--- src/rtl/tfr_pkg.sv ---
// Package: shared constants and mode decode for the timer flag register.
// Assumes an 8-bit register port and the four-flag index order below.
package tfr_pkg;
    localparam int REG_W    = 8;
    localparam int NFLAG    = 4;
    localparam int IDX_OVF  = 0;
    localparam int IDX_CMPA = 1;
    localparam int IDX_CMPB = 2;
    localparam int IDX_CAPT = 3;
    localparam int CTL_SYNC_POS = 7;
    localparam int CTL_PRST_POS = 0;
    localparam logic [REG_W-1:0] RSVD_MASK = 8'b1101_1000;

    // Bit position of a flag inside the status register.
    function automatic int flag_pos(input int idx);
        case (idx)
            IDX_OVF:  return 0;
            IDX_CMPA: return 1;
            IDX_CMPB: return 2;
            default:  return 5;
        endcase
    endfunction

    // Modes in which the plain counter overflow sets the overflow flag.
    function automatic logic ovf_is_plain(input logic [3:0] m);
        return (m == 4'd0) || (m == 4'd4) || (m == 4'd12);
    endfunction

    // Modes in which the capture register serves as TOP.
    function automatic logic capt_is_top(input logic [3:0] m);
        return (m == 4'd8) || (m == 4'd10) || (m == 4'd12) || (m == 4'd14);
    endfunction
endpackage

--- src/rtl/tfr_flag_bit.sv ---
// Module: one sticky event flag.
// Sets on set_i, clears on clr_i; set takes priority so no event is lost.
// Assumes set_i is already qualified by the timer clock enable.
module tfr_flag_bit (
    input  logic clk,
    input  logic rst_n,
    input  logic set_i,
    input  logic clr_i,
    output logic q
);
    // Flag storage with set-over-clear priority.
    always_ff @(posedge clk) begin
        if (!rst_n)     q <= 1'b0;
        else if (set_i) q <= 1'b1;
        else if (clr_i) q <= 1'b0;
    end

    a_r9_set_wins: assert property (@(posedge clk) disable iff (!rst_n)
        set_i |=> q);
    a_r7_clear_takes: assert property (@(posedge clk) disable iff (!rst_n)
        (clr_i && !set_i) |=> !q);
    a_r11_no_spurious: assert property (@(posedge clk) disable iff (!rst_n)
        (!set_i && !q) |=> !q);
endmodule

--- src/rtl/tfr_cmp_chan.sv ---
// Module: compare-match detector for one output-compare channel.
// Registers the equality on a tick so the flag set comes one tick later.
// A force strobe at the matching tick suppresses the pending set.
module tfr_cmp_chan #(
    parameter int CNT_W = 8
) (
    input  logic             clk,
    input  logic             rst_n,
    input  logic             tick,
    input  logic [CNT_W-1:0] cnt,
    input  logic [CNT_W-1:0] cmp,
    input  logic             force_i,
    output logic             hit
);
    logic pend;
    logic eq;

    // Equality between counter and compare value.
    always_comb eq = (cnt == cmp);

    // Pending match, captured on each tick, blocked by a force strobe.
    always_ff @(posedge clk) begin
        if (!rst_n)    pend <= 1'b0;
        else if (tick) pend <= eq && !force_i;
    end

    // Set pulse one tick after the match was seen.
    always_comb hit = tick && pend;

    a_r3_match_pends: assert property (@(posedge clk) disable iff (!rst_n)
        (tick && eq && !force_i) |=> pend);
    a_r4_force_blocks: assert property (@(posedge clk) disable iff (!rst_n)
        (tick && force_i) |=> !pend);
    a_r11_hold_idle: assert property (@(posedge clk) disable iff (!rst_n)
        !tick |=> $stable(pend));
endmodule

--- src/rtl/tfr_sync_ctl.sv ---
// Module: synchronization-mode bit and prescaler reset bit.
// With sync on, the reset bit keeps its written value; otherwise it
// drops one clock after being set. A write loads both bits together.
module tfr_sync_ctl (
    input  logic clk,
    input  logic rst_n,
    input  logic wr,
    input  logic wd_sync,
    input  logic wd_prst,
    output logic sync_q,
    output logic prst_q
);
    // Control register update with self-clear of the reset bit.
    always_ff @(posedge clk) begin
        if (!rst_n) begin
            sync_q <= 1'b0;
            prst_q <= 1'b0;
        end else if (wr) begin
            sync_q <= wd_sync;
            prst_q <= wd_prst;
        end else if (!sync_q) begin
            prst_q <= 1'b0;
        end
    end

    a_r12_hold_in_sync: assert property (@(posedge clk) disable iff (!rst_n)
        (sync_q && prst_q && !wr) |=> prst_q);
    a_r12_self_clear: assert property (@(posedge clk) disable iff (!rst_n)
        (!sync_q && !wr) |=> !prst_q);
endmodule

--- src/rtl/tmr_flag_reg.sv ---
// Module: timer interrupt flag register, top level.
// Builds the set sources for four flags from the event inputs and the mode,
// the clear sources from acknowledges and write-one-to-clear, and muxes the
// flag and control registers onto the read port. Assumes single-cycle acks.
module tmr_flag_reg
    import tfr_pkg::*;
#(
    parameter int CNT_W = 8
) (
    input  logic             clk,
    input  logic             rst_n,
    input  logic             tick,
    input  logic [3:0]       wgm,
    input  logic [CNT_W-1:0] cnt_val,
    input  logic [CNT_W-1:0] cmp_a,
    input  logic [CNT_W-1:0] cmp_b,
    input  logic             force_a,
    input  logic             force_b,
    input  logic             capt_evt,
    input  logic             top_hit,
    input  logic             cnt_ovf,
    input  logic             ovf_alt,
    input  logic [3:0]       ack,
    input  logic [3:0]       irq_en,
    input  logic             reg_sel,
    input  logic             wr_en,
    input  logic [7:0]       wr_data,
    output logic [7:0]       rd_data,
    output logic [3:0]       irq,
    output logic             psr_rst
);
    localparam int NCMP = 2;

    logic [NCMP-1:0][CNT_W-1:0] cmp_vec;
    logic [NCMP-1:0]            frc_vec;
    logic [NCMP-1:0]            cmp_hit;
    logic [NFLAG-1:0]           set_v;
    logic [NFLAG-1:0]           clr_v;
    logic [NFLAG-1:0]           flags;
    logic                       wr_flag;
    logic                       wr_ctl;
    logic                       sync_q;
    logic                       rsvd_wr;

    // Group per-channel compare inputs for the generate loop.
    always_comb begin
        cmp_vec[0] = cmp_a;
        cmp_vec[1] = cmp_b;
        frc_vec    = {force_b, force_a};
    end

    genvar c;
    generate
        for (c = 0; c < NCMP; c++) begin : g_cmp
            tfr_cmp_chan #(.CNT_W(CNT_W)) u_chan (
                .clk     (clk),
                .rst_n   (rst_n),
                .tick    (tick),
                .cnt     (cnt_val),
                .cmp     (cmp_vec[c]),
                .force_i (frc_vec[c]),
                .hit     (cmp_hit[c])
            );
        end
    endgenerate

    // Set sources per flag, gated by the timer clock enable.
    always_comb begin
        set_v[IDX_OVF]  = tick && (ovf_is_plain(wgm) ? cnt_ovf : ovf_alt);
        set_v[IDX_CMPA] = cmp_hit[0];
        set_v[IDX_CMPB] = cmp_hit[1];
        set_v[IDX_CAPT] = tick && (capt_is_top(wgm) ? top_hit : capt_evt);
    end

    // Write strobes per register and reserved-bit write detect.
    always_comb begin
        wr_flag = wr_en && !reg_sel;
        wr_ctl  = wr_en && reg_sel;
        rsvd_wr = wr_flag && |(wr_data & RSVD_MASK);
    end

    genvar f;
    generate
        for (f = 0; f < NFLAG; f++) begin : g_flag
            // Clear source: acknowledge or write-one at the flag's position.
            always_comb clr_v[f] = ack[f] || (wr_flag && wr_data[flag_pos(f)]);

            tfr_flag_bit u_bit (
                .clk   (clk),
                .rst_n (rst_n),
                .set_i (set_v[f]),
                .clr_i (clr_v[f]),
                .q     (flags[f])
            );
        end
    endgenerate

    tfr_sync_ctl u_ctl (
        .clk     (clk),
        .rst_n   (rst_n),
        .wr      (wr_ctl),
        .wd_sync (wr_data[CTL_SYNC_POS]),
        .wd_prst (wr_data[CTL_PRST_POS]),
        .sync_q  (sync_q),
        .prst_q  (psr_rst)
    );

    // Read mux: flag register with reserved zeros, or control register.
    always_comb begin
        rd_data = '0;
        if (!reg_sel) begin
            for (int i = 0; i < NFLAG; i++) rd_data[flag_pos(i)] = flags[i];
        end else begin
            rd_data[CTL_SYNC_POS] = sync_q;
            rd_data[CTL_PRST_POS] = psr_rst;
        end
    end

    // Interrupt requests: flag qualified by its enable.
    always_comb irq = flags & irq_en;

    a_r2_reserved_zero: assert property (@(posedge clk) disable iff (!rst_n)
        (rsvd_wr || !reg_sel) |=> (reg_sel || ((rd_data & RSVD_MASK) == '0)));
    a_r10_irq_needs_en: assert property (@(posedge clk) disable iff (!rst_n)
        ((irq & ~irq_en) == '0));
    a_r1_quiet_after_reset: assert property (@(posedge clk)
        !rst_n |=> (irq == '0 && !psr_rst));
endmodule

--- config.mk ---
export PLATFORM = sky130hd
export DESIGN_NAME = tmr_flag_reg
export DESIGN_NICKNAME = d
export VERILOG_FILES = /design/src/rtl/tfr_pkg.sv /design/src/rtl/tfr_flag_bit.sv /design/src/rtl/tfr_cmp_chan.sv /design/src/rtl/tfr_sync_ctl.sv /design/src/rtl/tmr_flag_reg.sv
export SDC_FILE = /design/constraint.sdc
export NUM_CORES = 1
export LEC_CHECK = 0
export BUFFER_PORTS_ARGS = -buffer_cell sky130_fd_sc_hd__buf_2
export CAP_MARGIN = 10
export CORE_MARGIN = 2
export CORE_UTILIZATION = 35
export CTS_BUF_LIST = sky130_fd_sc_hd__clkbuf_4 sky130_fd_sc_hd__clkbuf_8
export DETAILED_ROUTE_END_ITERATION = 8
export GPL_TIMING_DRIVEN = 0
export PLACE_DENSITY = 0.83
export RECOVER_POWER = 50
export SYNTH_ARGS = -nofsm -noshare
export SYNTH_HDL_FRONTEND = slang
export SYNTH_SLANG_ARGS = --single-unit
--- constraint.sdc ---
create_clock -name clk -period 0.9 [get_ports clk]
set_input_delay 0 -clock clk [delete_from_list [all_inputs] [get_ports clk]]
set_output_delay 0 -clock clk [all_outputs]
set_load 0.02 [all_outputs]
== Word level (Yosys, flattened, before mapping) ==
Cells that the tools add are included.
W data, S select, Z words.
Word-level totals
  register bits after elaboration: 8
  input bits: 55
  output and inout port bits: 13
  logic and storage cells: 89
Cells by class
  order comparisons: 8
  equality and inequality tests: 8
  muxes and demuxes: 30
  bitwise operators: 2
  reductions and logical operators: 33
Operator list (number)
  $ge A32 B1 Y1 const B: 4
  $lt A32 B5 Y1 const B: 4
  $mux W32: 4
  $bwmux W8: 3
  $mux W1: 18
  $eq A4 B4 Y1 const B: 4
  $eq A8 B8 Y1: 2
  $logic_and A1 B1 Y1: 16
  $demux W1 S3: 4
  $logic_or A1 B1 Y1: 9
  $and A8 B8 Y8: 1
  $reduce_bool A2 Y1: 4
  $mux W6: 1
  $and A4 B4 Y4: 1
  $eq A4 B3 Y1 const B: 1
  $logic_not A4 Y1: 1
  $logic_not A1 Y1: 3
  $ne A2 B1 Y1 const B: 1

== Logic depth before layout (Yosys ltp) ==
  depth in word-level cells: 10
  gate-level depth with buffers: 5
  depth with buffers taken out: 4

== Cells and area by module ==
From an unflattened synthesis, not the netlist that was laid out.
Unflattened totals
  cell total of the unflattened synthesis: 77
  area, all modules: 706.9 um^2
Modules (own cells, without submodules)
  tfr_cmp_chan: instances 2, cells an instance 16, area an instance 131.4 um^2, seq. area each 20.0 um^2
  tmr_flag_reg: instances 1, cells an instance 26, area an instance 205.2 um^2, seq. area each 0.0 um^2
  tfr_flag_bit: instances 4, cells an instance 3, area an instance 41.3 um^2, seq. area each 20.0 um^2
  tfr_sync_ctl: instances 1, cells an instance 7, area an instance 73.8 um^2, seq. area each 40.0 um^2

== Least setup slack after synthesis ==
No wires, ideal clock.
  kind: register to register
  start point: register u_ctl.prst_q (netlist name)
  end point: register u_ctl.prst_q
  library setup time: 0.076 ns
  arrival: 0.662 ns
  data required time: 0.824 ns
  path slack: 0.162 ns
  cell stages (with the launch flop): 3
  path buffers: 0
  clock period less this slack: 0.738 ns
  cell sequence: dfxtp_1 nand3_1 a21boi_0
RTL lines
  end signal: assignment: RTL line tfr_sync_ctl.sv:20  | prst_q <= wd_prst;
  end: declaration: RTL line tfr_sync_ctl.sv:11  | output logic prst_q

== Worst setup path in the final report ==
  start point: register g_flag[0].u_bit.q
  end point: output port rd_data[0]
On the way
  longest elaborated chain between the ends: 5
Ends and longest elaborated chain
  start: declaration: RTL line tfr_flag_bit.sv:9  | output logic q
  start signal: assignment: RTL line tfr_flag_bit.sv:13  | if (!rst_n) q <= 1'b0;
  start signal: assignment: RTL line tfr_flag_bit.sv:14  | else if (set_i) q <= 1'b1;
  start signal: assignment: RTL line tfr_flag_bit.sv:15  | else if (clr_i) q <= 1'b0;
  $and A8 B8 Y8 (no line)
  $bwmux W8 (3 in series): RTL line tmr_flag_reg.sv:112  | for (int i = 0; i < NFLAG; i++) rd_data[flag_pos(i)] = flags[i];
  $mux W1: RTL line tmr_flag_reg.sv:111  | if (!reg_sel) begin
  end: declaration: RTL line tmr_flag_reg.sv:28  | output logic [7:0] rd_data,
Every way passes these cells.

==> results.py <==
metrics = {
    "status": {
        "status": "complete, but fails checks",
        "violations": "negative setup slack",
    },
    "critical_path": {
        "crit_family": "flip-flops",
        "cp.buffers_inverters": 1,
        "start_kind": "register",
        "arrival_ns": 0.95,
        "worstPathMaxFanout": 3,
        "critPathKind": "register to output pin",
        "path_cells": "mux2_4 -> buf_6",
        "critical_path_required_ns": 0.90,
        "endpoint_kind": "output pin",
        "critPathSlowestCell": "dfxtp_2",
        "cpPeakStageDelay_ns": 0.32,
    },
    "grt": {
        "antenna_found_initial": 0,
        "grt_pass1_vias": 707,
        "grt_max_degree": 10,
        "grt-ovfl-total": 0,
        "grt_pass1_wl_um": 2660,
        "grt_usage_pct": 17.3,
    },
    "clock_tree": {
        "clk_pin_slew_ns": 0.05,
        "max-clock-path-buffers": 2,
        "hold_buffers": 0,
        "root_buffer": "clkbuf_4",
        "tritoncts": "yes",
        "h-tree-depth": 1,
        "cts.sinks": 8,
        "worstSkewPairLatency_ns": 0.24,
        "cts_made_buffers": 3,
    },
    "pwr": {
        "p_sw_share_pct": 26.1,
        "p_int_w": 0.000693,
        "power.total_w": 0.000938,
        "peakVddDrop_uv": 415,
        "p_per_area_mw_per_mm2": 905,
        "switchingPower_w": 0.000245,
        "pwr-share-comb_pct": 33.5,
        "static-leakage-power_nw": 0.513,
        "p_seq_share_pct": 39.5,
        "clkPwrFrac_pct": 27.0,
    },
    "timing": {
        "period_share_pct": 106,
        "fin_crit_ns": 0.954,
        "rsz0062_at_grt": "yes",
        "clock_skew_ns": 0.000687,
        "drv_slew": 0,
        "hold_violations": 0,
        "finalSetupViolCount": 1,
        "postLayoutSetupSlackWorst_ns": -0.0543,
        "fmax_mhz": 1050,
    },
    "place": {
        "dp_hpwl_um": 1530,
        "gp_congestion": 0.649,
        "dpl.cell_count": 164,
        "portBuffers": 60,
    },
    "synth": {
        "synth_area_leader_cell": "dfxtp_1",
        "synthTopCellsByArea": "dfxtp_1 (24%), xnor2_1 (11%), xor2_1 (11%)",
        "synth_area_per_cell_um2": 8.50,
        "synth_area_um2": 654,
        "synth-seq-cells": 8,
        "synth.top_cell.area_share_pct": 24.5,
        "synth_cell_type_count": 27,
        "syn_inst": 77,
        "ys_warn_count": 0,
        "seq_area_frac_synth_pct": 24.5,
    },
    "floorplanning": {
        "die_h_um": 47.2,
        "die_width_um": 47.2,
        "die_area_mm2": 0.00223,
        "pin_count": 68,
        "start_util_pct": 37.5,
        "row_count": 15,
        "core_mm2": 0.00175,
    },
    "layout": {
        "area_growth_pct": 58.5,
        "nets": 199,
        "fill_cells": 163,
        "drive_gt1_share_pct": 52.1,
        "stdcell_count": 167,
        "antenna_cells": 0,
    },
    "routing": {
        "drcViolationCount": 0,
        "dr.pass1.iters": 3,
        "drtIter0Drc": 8,
        "ant_nets": 0,
        "drt-vias-per-instance": 4.63,
        "routed_wl_um": 1740,
        "via_count": 774,
        "wl_per_cell_um": 10.4,
    },
    "worst_hold_path": {
        "min_path_type": "input pin to register",
    },
    "run": {
        "drv_cap": 0,
    },
}
## logic make-up (layout without fill, tap and decap cells)
family	count (synthesis)	count (layout)	share of synthesized area, %
flops	8	8	24.5
mux	2	2	4.01
compound gates	13	13	13.0
other cells	1	3	0.573
xor+xnor	16	16	21.4
buf+inv	4	67	4.21
simple gates	33	33	32.3
## metrics by stage
step	setup slack, ns	TNS (ns)	utilization (%)	hold WS (ns)	area [µm²]
after CTS	-0.0678	-0.0678	58.9	0.0204	1030
after global routing	-0.0950	-0.159	59.4	0.0219	1040
final	-0.0543	-0.0543	59.4	0.0294	1040
after floorplan	0.162	0	-	0.128	662
after detailed placement	0.00687	0	56.9	0.282	993
after global placement	0.0453	0	56.9	0.270	993
## flip-flops by register name (all words and copies together), names as in the netlist
| register | cells |
|---|---|
| u_ctl.sync_q | 1 |
| g_cmp.u_chan.pend | 2 |
| g_flag.u_bit.q | 4 |
| u_ctl.prst_q | 1 |
## worst min-delay path: cells and delay by family
kind / cells / cell delay (ns)
buf+inv: 1 / 0.09
compound gates: 1 / 0.07
simple gates: 1 / 0.06
## placed cells by master (no fill, tap or decap), types with 2 or more instances in the layout
cell type	count
buf_2	53
xor2_1	8
xnor2_1	8
nor2b_1	7
buf_4	7
a21oi_1	6
and2_1	5
dfxtp_1	5
nand2_1	4
a21boi_0	3
nand2b_1	3
nand3_1	3
conb_1	3
clkbuf_4	3
dfxtp_2	3
mux2_4	2
nor3_1	2
nand4_1	2
nor4_1	2
a22o_1	2
clkbuf_1	2
## power groups by stage
stage,Combinational (W),Sequential [W],Clock [W]
floorplan,0.000151,0.000377,0
global placement,0.000298,0.000376,0
global route,0.000347,0.000371,0.000296
finish,0.000315,0.000371,0.000253
detailed placement,0.000311,0.000377,0
CTS,0.000318,0.000370,0.000269
## layout make-up
cell class	instances	area [µm²]	share of cell area [%]
plain buffers	4	27.5	2.65
clock buffers	3	22.5	2.17
multi-input cells	67	478	46.1
flip-flops and latches	8	164	15.8
well taps	25	31.3	3.02
repair buffers	60	314	30.3
## Yosys cell counts
| cell | n |
|---|---|
| mux2_4 | 1 |
| nand2b_1 | 3 |
| xor2_1 | 8 |
| mux2_2 | 1 |
| nand2b_4 | 1 |
| nor2b_2 | 1 |
| nor4b_1 | 1 |
| a21oi_1 | 6 |
| nor3_1 | 2 |
| nor4_1 | 2 |
| a21boi_0 | 2 |
| o21ai_1 | 1 |
| xnor2_1 | 8 |
| and2_1 | 5 |
| nand3b_1 | 1 |
| clkbuf_2 | 1 |
| a21boi_1 | 1 |
| dfxtp_1 | 8 |
| a22o_1 | 2 |
| o31a_2 | 1 |
| nand2_1 | 4 |
| buf_4 | 3 |
| nand3_1 | 3 |
| nand4_1 | 2 |
| nor2b_4 | 1 |
| conb_1 | 1 |
| nor2b_1 | 7 |
## path summary, 6_finish.rpt
check | start | to | slack, ns | depth (start not counted)
max reg2reg | g_flag[2].u_bit.q | g_flag[2].u_bit.q | 0.16 | 4
min reg2reg | u_ctl.sync_q | u_ctl.sync_q | 0.48 | 2
min | wr_data[7] | u_ctl.sync_q | 0.03 | 3
max | g_flag[0].u_bit.q | rd_data[0] | -0.05 | 2
## per-layer routing
layer	GRT usage, %	vias up	part of all wire (%)
met5	0	-	0
met4	9.44	0	1.4
met3	4.23	4	11
met2	34.1	54	52
met1	15.8	324	36
li1	-	392	-
## timing repair
action / CTS / global route
endpoints found under the setup margin: 1 / 7
setup buffers: 0 / 0
resized for setup: 5 / 8
(Power assumes the default switching activity.)
